--- src/rtl/lpb_pkg.sv ---
package lpb_pkg;
  typedef enum logic [3:0] {
    PH_IDLE,
    PH_FILL_A,
    PH_ABASE,
    PH_APROBE,
    PH_FILL_D,
    PH_DWALK,
    PH_SWR,
    PH_SRD,
    PH_DRAIN,
    PH_DONE
  } phase_t;
endpackage

--- src/rtl/lpb_seq.sv ---
module lpb_seq
  import lpb_pkg::*;
#(
  parameter int AW    = 4,
  parameter int DW    = 8,
  parameter int NPASS = 2
) (
  input  logic          clk,
  input  logic          rst_n,
  input  logic          start,
  output phase_t        phase,
  output logic          busy,
  output logic          start_acc,
  output logic [AW-1:0] addr,
  output logic [DW-1:0] wdata,
  output logic          we,
  output logic          chk,
  output logic [DW-1:0] exp_d
);
  localparam int BW = (DW > 1) ? $clog2(DW) : 1;
  localparam int PW = (NPASS > 1) ? $clog2(NPASS) : 1;
  localparam logic [AW-1:0] LAST_A = {AW{1'b1}};
  localparam logic [AW-1:0] LAST_L = AW'(AW - 1);
  localparam logic [BW-1:0] LAST_B = BW'(DW - 1);
  localparam logic [PW-1:0] LAST_P = PW'(NPASS - 1);
  localparam logic [DW-1:0] ONES   = {DW{1'b1}};

  phase_t        ph_q, ph_d;
  logic [AW-1:0] a_q, a_d;
  logic [BW-1:0] b_q, b_d;
  logic [1:0]    s_q, s_d;
  logic [PW-1:0] p_q, p_d;
  logic          step_en;
  logic [DW-1:0] self_d;
  logic [DW-1:0] walk_d;

  generate
    if (DW > AW) begin : g_zext
      assign self_d = {{(DW-AW){1'b0}}, a_q};
    end else if (DW == AW) begin : g_same
      assign self_d = a_q;
    end else begin : g_trunc
      assign self_d = a_q[DW-1:0];
    end
  endgenerate

  assign walk_d    = ONES ^ (DW'(1) << b_q);
  assign busy      = (ph_q != PH_IDLE) && (ph_q != PH_DONE);
  assign start_acc = start && !busy;
  assign step_en   = busy || start_acc;
  assign phase     = ph_q;

  // memory port decode
  always_comb begin
    addr  = a_q;
    wdata = ONES;
    we    = 1'b0;
    chk   = 1'b0;
    exp_d = ONES;
    unique case (ph_q)
      PH_FILL_A, PH_FILL_D: we = 1'b1;
      PH_ABASE: begin
        addr  = '0;
        wdata = '0;
        we    = 1'b1;
      end
      PH_APROBE: begin
        addr = AW'(1) << a_q;
        chk  = 1'b1;
      end
      PH_DWALK: begin
        if (s_q == 2'd0) begin
          we    = 1'b1;
          wdata = walk_d;
        end else if (s_q == 2'd1) begin
          chk   = 1'b1;
          exp_d = walk_d;
        end else begin
          we    = 1'b1;
        end
      end
      PH_SWR: begin
        we    = 1'b1;
        wdata = self_d;
      end
      PH_SRD: begin
        chk   = 1'b1;
        exp_d = self_d;
      end
      default: ;
    endcase
  end

  // next state
  always_comb begin
    ph_d = ph_q;
    a_d  = a_q + 1'b1;
    b_d  = b_q;
    s_d  = s_q;
    p_d  = p_q;
    unique case (ph_q)
      PH_IDLE, PH_DONE: begin
        a_d = '0;
        if (start) begin
          ph_d = PH_FILL_A;
          b_d  = '0;
          s_d  = '0;
          p_d  = '0;
        end
      end
      PH_FILL_A: if (a_q == LAST_A) ph_d = PH_ABASE;
      PH_ABASE: begin
        a_d  = '0;
        ph_d = PH_APROBE;
      end
      PH_APROBE: if (a_q == LAST_L) begin
        a_d  = '0;
        ph_d = PH_FILL_D;
      end
      PH_FILL_D: if (a_q == LAST_A) ph_d = PH_DWALK;
      PH_DWALK: begin
        a_d = a_q;
        if (s_q == 2'd2) begin
          s_d = '0;
          if (b_q == LAST_B) begin
            b_d = '0;
            a_d = a_q + 1'b1;
            if (a_q == LAST_A) ph_d = PH_SWR;
          end else begin
            b_d = b_q + 1'b1;
          end
        end else begin
          s_d = s_q + 1'b1;
        end
      end
      PH_SWR: if (a_q == LAST_A) ph_d = PH_SRD;
      PH_SRD: if (a_q == LAST_A) begin
        if (p_q == LAST_P) ph_d = PH_DRAIN;
        else begin
          ph_d = PH_SWR;
          p_d  = p_q + 1'b1;
        end
      end
      PH_DRAIN: ph_d = PH_DONE;
      default: ph_d = PH_IDLE;
    endcase
  end

  always_ff @(posedge clk or negedge rst_n) begin
    if (!rst_n) begin
      ph_q <= PH_IDLE;
      a_q  <= '0;
      b_q  <= '0;
      s_q  <= '0;
      p_q  <= '0;
    end else if (step_en) begin
      ph_q <= ph_d;
      a_q  <= a_d;
      b_q  <= b_d;
      s_q  <= s_d;
      p_q  <= p_d;
    end
  end
endmodule

--- src/rtl/lpb_cmp.sv ---
module lpb_cmp #(
  parameter int AW = 4,
  parameter int DW = 8
) (
  input  logic          clk,
  input  logic          rst_n,
  input  logic          clr,
  input  logic          chk,
  input  logic [DW-1:0] exp_d,
  input  logic [AW-1:0] addr,
  input  logic [DW-1:0] rdata,
  output logic          fail_flag,
  output logic [AW-1:0] fail_addr,
  output logic [DW-1:0] fail_exp,
  output logic [DW-1:0] fail_got
);
  logic          chk_q;
  logic [DW-1:0] exp_q;
  logic [AW-1:0] addr_q;
  logic          miss;
  logic          cap_en;

  assign miss   = chk_q && (rdata != exp_q);
  assign cap_en = miss && !fail_flag;

  // align expectation with the one-cycle read latency
  always_ff @(posedge clk or negedge rst_n) begin
    if (!rst_n) begin
      chk_q  <= 1'b0;
      exp_q  <= '0;
      addr_q <= '0;
    end else begin
      chk_q <= chk;
      if (chk) begin
        exp_q  <= exp_d;
        addr_q <= addr;
      end
    end
  end

  always_ff @(posedge clk or negedge rst_n) begin
    if (!rst_n) begin
      fail_flag <= 1'b0;
      fail_addr <= '0;
      fail_exp  <= '0;
      fail_got  <= '0;
    end else if (clr) begin
      fail_flag <= 1'b0;
      fail_addr <= '0;
      fail_exp  <= '0;
      fail_got  <= '0;
    end else if (cap_en) begin
      fail_flag <= 1'b1;
      fail_addr <= addr_q;
      fail_exp  <= exp_q;
      fail_got  <= rdata;
    end
  end
endmodule

--- src/rtl/lpb_top.sv ---
module lpb_top
  import lpb_pkg::*;
#(
  parameter int AW    = 4,
  parameter int DW    = 8,
  parameter int NPASS = 2
) (
  input  logic          clk,
  input  logic          rst_ni,
  input  logic          start,
  output logic          done,
  output logic          pass,
  output logic [AW-1:0] mem_addr,
  output logic [DW-1:0] mem_wdata,
  output logic          mem_we,
  input  logic [DW-1:0] mem_rdata,
  output logic [AW-1:0] fail_addr,
  output logic [DW-1:0] fail_exp,
  output logic [DW-1:0] fail_got
);
  logic [1:0]    rsync_q;
  logic          rst_n;
  phase_t        phase;
  logic          busy;
  logic          start_acc;
  logic          chk;
  logic [DW-1:0] exp_d;
  logic          fail_flag;

  always_ff @(posedge clk or negedge rst_ni) begin
    if (!rst_ni) rsync_q <= 2'b00;
    else         rsync_q <= {rsync_q[0], 1'b1};
  end
  assign rst_n = rsync_q[1];

  lpb_seq #(.AW(AW), .DW(DW), .NPASS(NPASS)) u_seq (
    .clk       (clk),
    .rst_n     (rst_n),
    .start     (start),
    .phase     (phase),
    .busy      (busy),
    .start_acc (start_acc),
    .addr      (mem_addr),
    .wdata     (mem_wdata),
    .we        (mem_we),
    .chk       (chk),
    .exp_d     (exp_d)
  );

  lpb_cmp #(.AW(AW), .DW(DW)) u_cmp (
    .clk       (clk),
    .rst_n     (rst_n),
    .clr       (start_acc),
    .chk       (chk),
    .exp_d     (exp_d),
    .addr      (mem_addr),
    .rdata     (mem_rdata),
    .fail_flag (fail_flag),
    .fail_addr (fail_addr),
    .fail_exp  (fail_exp),
    .fail_got  (fail_got)
  );

  assign done = (phase == PH_DONE);
  assign pass = done && !fail_flag;
endmodule

--- config.mk ---
export PLATFORM = sky130hd
export DESIGN_NAME = lpb_top
export DESIGN_NICKNAME = d
export VERILOG_FILES = /design/src/rtl/lpb_pkg.sv /design/src/rtl/lpb_seq.sv /design/src/rtl/lpb_cmp.sv /design/src/rtl/lpb_top.sv
export SDC_FILE = /design/constraint.sdc
export NUM_CORES = 1
export LEC_CHECK = 0
export BUFFER_PORTS_ARGS = -buffer_cell sky130_fd_sc_hd__buf_4
export CAP_MARGIN = 5
export CORE_ASPECT_RATIO = 0.7
export CORE_UTILIZATION = 38
export DETAILED_ROUTE_END_ITERATION = 6
export GPL_TIMING_DRIVEN = 0
export PLACE_DENSITY = 0.65
export SYNTH_ARGS = -nofsm -noshare
export SYNTH_HDL_FRONTEND = slang
export SYNTH_SLANG_ARGS = --single-unit
--- constraint.sdc ---
create_clock -name clk -period 3.67 [get_ports clk]
set_clock_uncertainty 0.15 [all_clocks]
set_input_delay 0.5505 -clock clk [delete_from_list [all_inputs] [get_ports clk]]
set_output_delay 0.5505 -clock clk [all_outputs]
set_load 0.03 [all_outputs]
# --- After elaboration in Yosys (flattened, before gate mapping) ---
# Index checks and enable logic that the tools add are counted.
totals:
  inputBits: 11
  output_inout_bits: 35
  ff_bits: 50
classes:
  n_reduce_logical: 23
  mux: 46
  bitwise: 1
  n_eq_ne: 25
  add_sub_neg: 4
  n_shift: 2
op_table:
  columns: ["operator", "count"]
  rows:
  - ["$mux W4", 15]
  - ["$mux W8", 7]
  - ["$pmux W4 S9", 1]
  - ["$pmux W8 S3", 1]
  - ["$eq A4 B3 Y1 const B", 4]
  - ["$ne A2 B1 Y1 const B", 8]
  - ["$pmux W8 S2", 1]
  - ["$eq A4 B2 Y1 const B", 3]
  - ["$eq A4 B4 Y1 const B", 3]
  - ["$pmux W4 S3", 1]
  - ["$reduce_and A10 Y1", 1]
  - ["$mux W1", 9]
  - ["$mux W3", 3]
  - ["$ne A8 B8 Y1", 1]
  - ["$not A8 Y8", 1]
  - ["$pmux W4 S2", 1]
  - ["$reduce_and A4 Y1", 2]
  - ["$shl A1 B3 Y8 const A", 1]
  - ["$pmux W1 S2", 3]
  - ["$pmux W3 S2", 1]
  - ["$reduce_and A3 Y1", 2]
  - ["$reduce_bool A2 Y1", 3]
  - ["$logic_and A1 B1 Y1", 5]
  - ["$add A4 B1 Y4 const B", 1]
  - ["20 further kinds", 23]

# --- Depth between registers and ports, before layout ---
depth:
  ltp_word: 6
  mapped_depth: 7
  ltp_nobuf: 6

# --- Hierarchy ---
# A second synthesis with hierarchy kept.
hier_totals:
  cells_unflattened: 292
  area_unflattened_um2: 2896.5
modules_own_cells:
  columns: ["module", "cells_each", "instances", "area_per_inst_um2", "seq_area_each_um2"]
  rows:
  - ["lpb_cmp", 127, 1, 1589.0, 850.8]
  - ["lpb_seq", 160, 1, 1232.4, 350.3]
  - ["lpb_top", 5, 1, 75.1, 50.0]

# --- Worst setup path after synthesis ---
# OpenSTA, ideal clock, no wires.
synth_path:
  kind: "register to output"
  start: "register u_seq.ph_q[3], in the netlist u_seq.phase[3]"
  end: "output port mem_wdata[4]"
  required_time_ps: 2969
  t_arrival_ps: 1723
  slack_ps: 1246
  path_stages_with_launch: 6
  path_cell_list: "dfrtp_1 > buf_6 > nand4bb_1 > buf_2 > clkbuf_1 > o21ai_0"
synth_via:
  elab_chain_cells: 2
  word_cells_on_any_way: 4
  cone_classes: "eq/ne: 3; mux: 1"
synth_rtl:
  columns: ["element", "line", "rtl"]
  rows:
  - ["from (decl)", "lpb_seq.sv:28", "phase_t ph_q, ph_d;"]
  - ["from (signal assigned)", "lpb_seq.sv:157", "ph_q <= ph_d;"]
  - ["$eq A4 B3 Y1 or $eq A4 B2 Y1 (tied branches)", "lpb_seq.sv:60", "unique case (ph_q)"]
  - ["$pmux W8 S3 *", "lpb_seq.sv:60", null]
  - ["to (decl)", "lpb_top.sv:14", "output logic [DW-1:0] mem_wdata,"]
# Every way passes the cells marked *; elsewhere a longest branch is shown, timed or not.

# --- Worst setup path after layout ---
layout_path:
  start: "register u_seq.ph_q[1], in the netlist u_seq.phase[1]"
  end: "output port mem_wdata[6]"
# The elaborated chain is that of the path after synthesis.

==> summary.md <==
| Metric | Value |
|---|---|
| Grt peak-use layer | met1 |
| Initial drt markers | 299 |
| RSZ-0062 raised after global routing | false |
| WP data arrival | 2.16 ns |
| HPWL after DPL | 5120 um |
| Dominant synthesized flop cell | dfrtp_1 |
| FFs w/ async S/R, synth | 100% |
| Status | completed |
| Full die area | 7810 sq um |
| Initial core utilization | 40.6% |
| Dpl cells | 439 |
| Slew HR | 60.8% |
| Die Width | 105 um |
| Share of cells above drive strength 1 | 22.0% |
| Most frequent cells in the layout | dfrtp_1, buf_4, nand2_1, inv_1 |
| Fin area | 3440 sq um |
| HP Class | reg2async |
| H-tree Lvls | 2 |
| Drt drc | 0 |
| Critical Path RT | 2.97 ns |
| Clock root buffer | clkbuf_8 |
| Final setup vio count | 0 |
| Largest net degree at the start of global routing | 42 |
| Clock-pin slew on the worst setup and hold paths | 0.10 ns |
| Deepest clock path buffer count | 2 |
| Commonest non-fill, non-tap cell in the layout | dfrtp_1 |
| Register cell area after layout | 1250 sq um |
| Final period util | 78.0% |
| Power Total | 3.50 mW |
| Post-CTS sizing | 0 |
| I/O Pins | 46 |
| Hold Fails Final Rpt | 0 |
| Final setup TNS | 0 ns |
| Layout area overhead | 21.4% |
| Number of synthesized flops with an enable pin | 0 |
| Crit path kind | reg2out |
| Area of the mapped netlist | 2830 sq um |
| Final antenna-violating net count | 0 |
| Via density | 5.44 |
| Num CTS Buffers | 5 |
| Syn Inst Count | 299 |
| VDD IR max | 0.482 mV |
| Max-cap viol count | 0 |
| Fillers | 669 |
| Placed cell area | 3310 sq um |
| Met2 GRT Util | 27.0% |
| Footprint of the multi-input gates | 1360 sq um |
| Gr usage total | 18.9% |
| Ys Warns | 0 |
| Final net count | 372 |
| Drt total wl | 6970 um |
| Yosys cell types | 49 |
| Non-Filler Instances | 449 |
| Sequential cell area fraction in the yosys report | 44.2% |
| Initial antenna violation count | 0 |
| Clock sinks | 50 |
| Critical path launch point type | flip-flop |
| Worst-Margin Slew | 0.587 ns |
| Vias in the first global route | 2,250 |
| Max FO, Critical Path | 10 |
| Core area | 6980 sq um |
| ANT cells | 0 |
| Clk Latency, worst-skew pair | 0.31 ns |
| Global-route wire length before repair | 11,500 um |
| CP endpoint kind | primary output |
| TritonRoute pass-1 iters | 5 |
| Pleak | 1.60 nW |
| Syn_nets | 317 |
| CTS tree | yes |
| Grt met1 use | 29.5% |
| Die Y | 74.3 um |
| GRT overflow | 0 |
| Hold WS | 0.0951 ns |
| PwrDens | 1020 nW/um^2 |
| Port bufs | 45 |
| RD Place Congestion | 0.921 |
| Via count | 2,444 |
| Rows | 25 |
| Max-slew violations | 0 |
| Syn_area_per_cell | 9.48 sq um |
| Highest clock rate | 349 MHz |
| Final min period | 2.86 ns |
| Synth Register Bits | 50 |
| Global Route met3 Usage | 3.33% |
| Mean routed wirelength per cell | 15.5 um |
[cell usage after synthesis, types with 2 or more instances]
cell type	count	share of area, %
nor2_1	18	2.4
mux2_2	5	2.0
and3_1	5	1.1
nand2_1	33	4.4
xnor2_1	9	2.8
or2_1	2	0.44
buf_6	3	1.2
dfrtp_1	50	44
a22o_1	8	2.5
nor2b_1	6	1.3
inv_1	29	3.8
buf_2	8	1.4
o21ai_0	7	1.2
a211oi_1	5	1.3
clkbuf_1	12	1.6
a32o_1	2	0.71
ha_1	7	3.1
nand4_1	3	0.66
a21oi_1	20	3.5
nand3_1	5	0.88
nand4bb_1	2	0.79
o32ai_1	20	6.2
o22a_1	4	1.2
nor3_1	2	0.35
o21bai_1	2	0.53
nand2b_1	4	0.88
a2bb2oi_1	3	0.93
a31oi_1	4	0.88
[timing repair]
| item | 4_1_cts | 5_1_grt |
|---|---|---|
| hold buffers | 2 | 0 |
| setup endpoints to repair | 0 | 0 |
| buffers inserted | 0 | 0 |
| hold endpoints to repair | 9 | 0 |
[worst max-delay path, cell delays in order, from the launching register on]
cell and delay [ns]:
dfrtp_1 0.39, buf_6 0.14, clkbuf_1 0.22, inv_1 0.13, nand3_1 0.07, a21oi_1 0.50, o21ai_0 0.19, buf_4 0.21
[cells by family after synthesis]
kind of cell / after synthesis / share of synthesized area [%]
adder cells (fa/ha/maj): 7 / 3.09
AO/OA/AOI/OAI: 89 / 24.4
AND/OR/NAND/NOR: 84 / 14.7
XOR/XNOR: 10 / 3.09
flip-flops: 50 / 44.2
multiplexers: 6 / 2.38
buffers and inverters: 52 / 8.04
other: 1 / 0.132
[metrics by stage]
stage | setup slack, ns | utilization [%]
2_1_floorplan | 1.25 | -
3_3_place_gp | 1.20 | 47.2
3_5_place_dp | 1.18 | 47.5
4_1_cts | 0.823 | 49.3
5_1_grt | 0.586 | 49.3
6_report | 0.806 | 49.3
[power by group]
part | internal (mW) | switching [mW]
sequential | 0.790 | 0.187
clock | 0.204 | 0.192
combinational | 0.838 | 1.29
[registers in the layout (all words and copies together), names as in the netlist]
name             flops
u_cmp.fail_exp       8
u_cmp.exp_q          8
u_seq.s_q            2
u_seq.phase          4
u_cmp.addr_q         4
u_cmp.chk_q          1
u_cmp.fail_flag      1
u_seq.a_q            4
rsync_q              2
u_cmp.fail_addr      4
u_seq.p_q            1
u_seq.b_q            3
u_cmp.fail_got       8
[area by class of cell]
cell class / count / area share, %
clock inverters: 2 / 1.09
inverters: 29 / 3.16
well taps: 94 / 3.42
plain buffers: 23 / 3.45
clock buffers: 6 / 2.11
flip-flops and latches: 50 / 36.4
multi-input cells: 197 / 39.4
repair buffers: 48 / 11.0
[per-layer routing]
layer  wire length (um)  vias to the layer above
met3                451                        9
met4                 68                        0
met1               3440                     1175
met2               3000                       79
met5                  0                        -
li1                   -                     1181
[worst paths after layout]
kind	startpoint	to	slack, ns	cells after the start
setup / recovery	u_seq.phase[1]	mem_wdata[6]	0.81	7
hold / removal	rsync_q[1]	u_seq.s_q[0]	0.1	1
setup reg to reg	u_seq.b_q[0]	u_seq.phase[3]	1.63	6
hold reg to reg	rsync_q[1]	u_seq.s_q[0]	0.1	1
max in group asynchronous	rsync_q[1]	u_cmp.fail_got[6]	2.51	1
min in group clk	rsync_q[0]	rsync_q[1]	0.21	0
No activity file was read; power rests on OpenSTA's default activity.
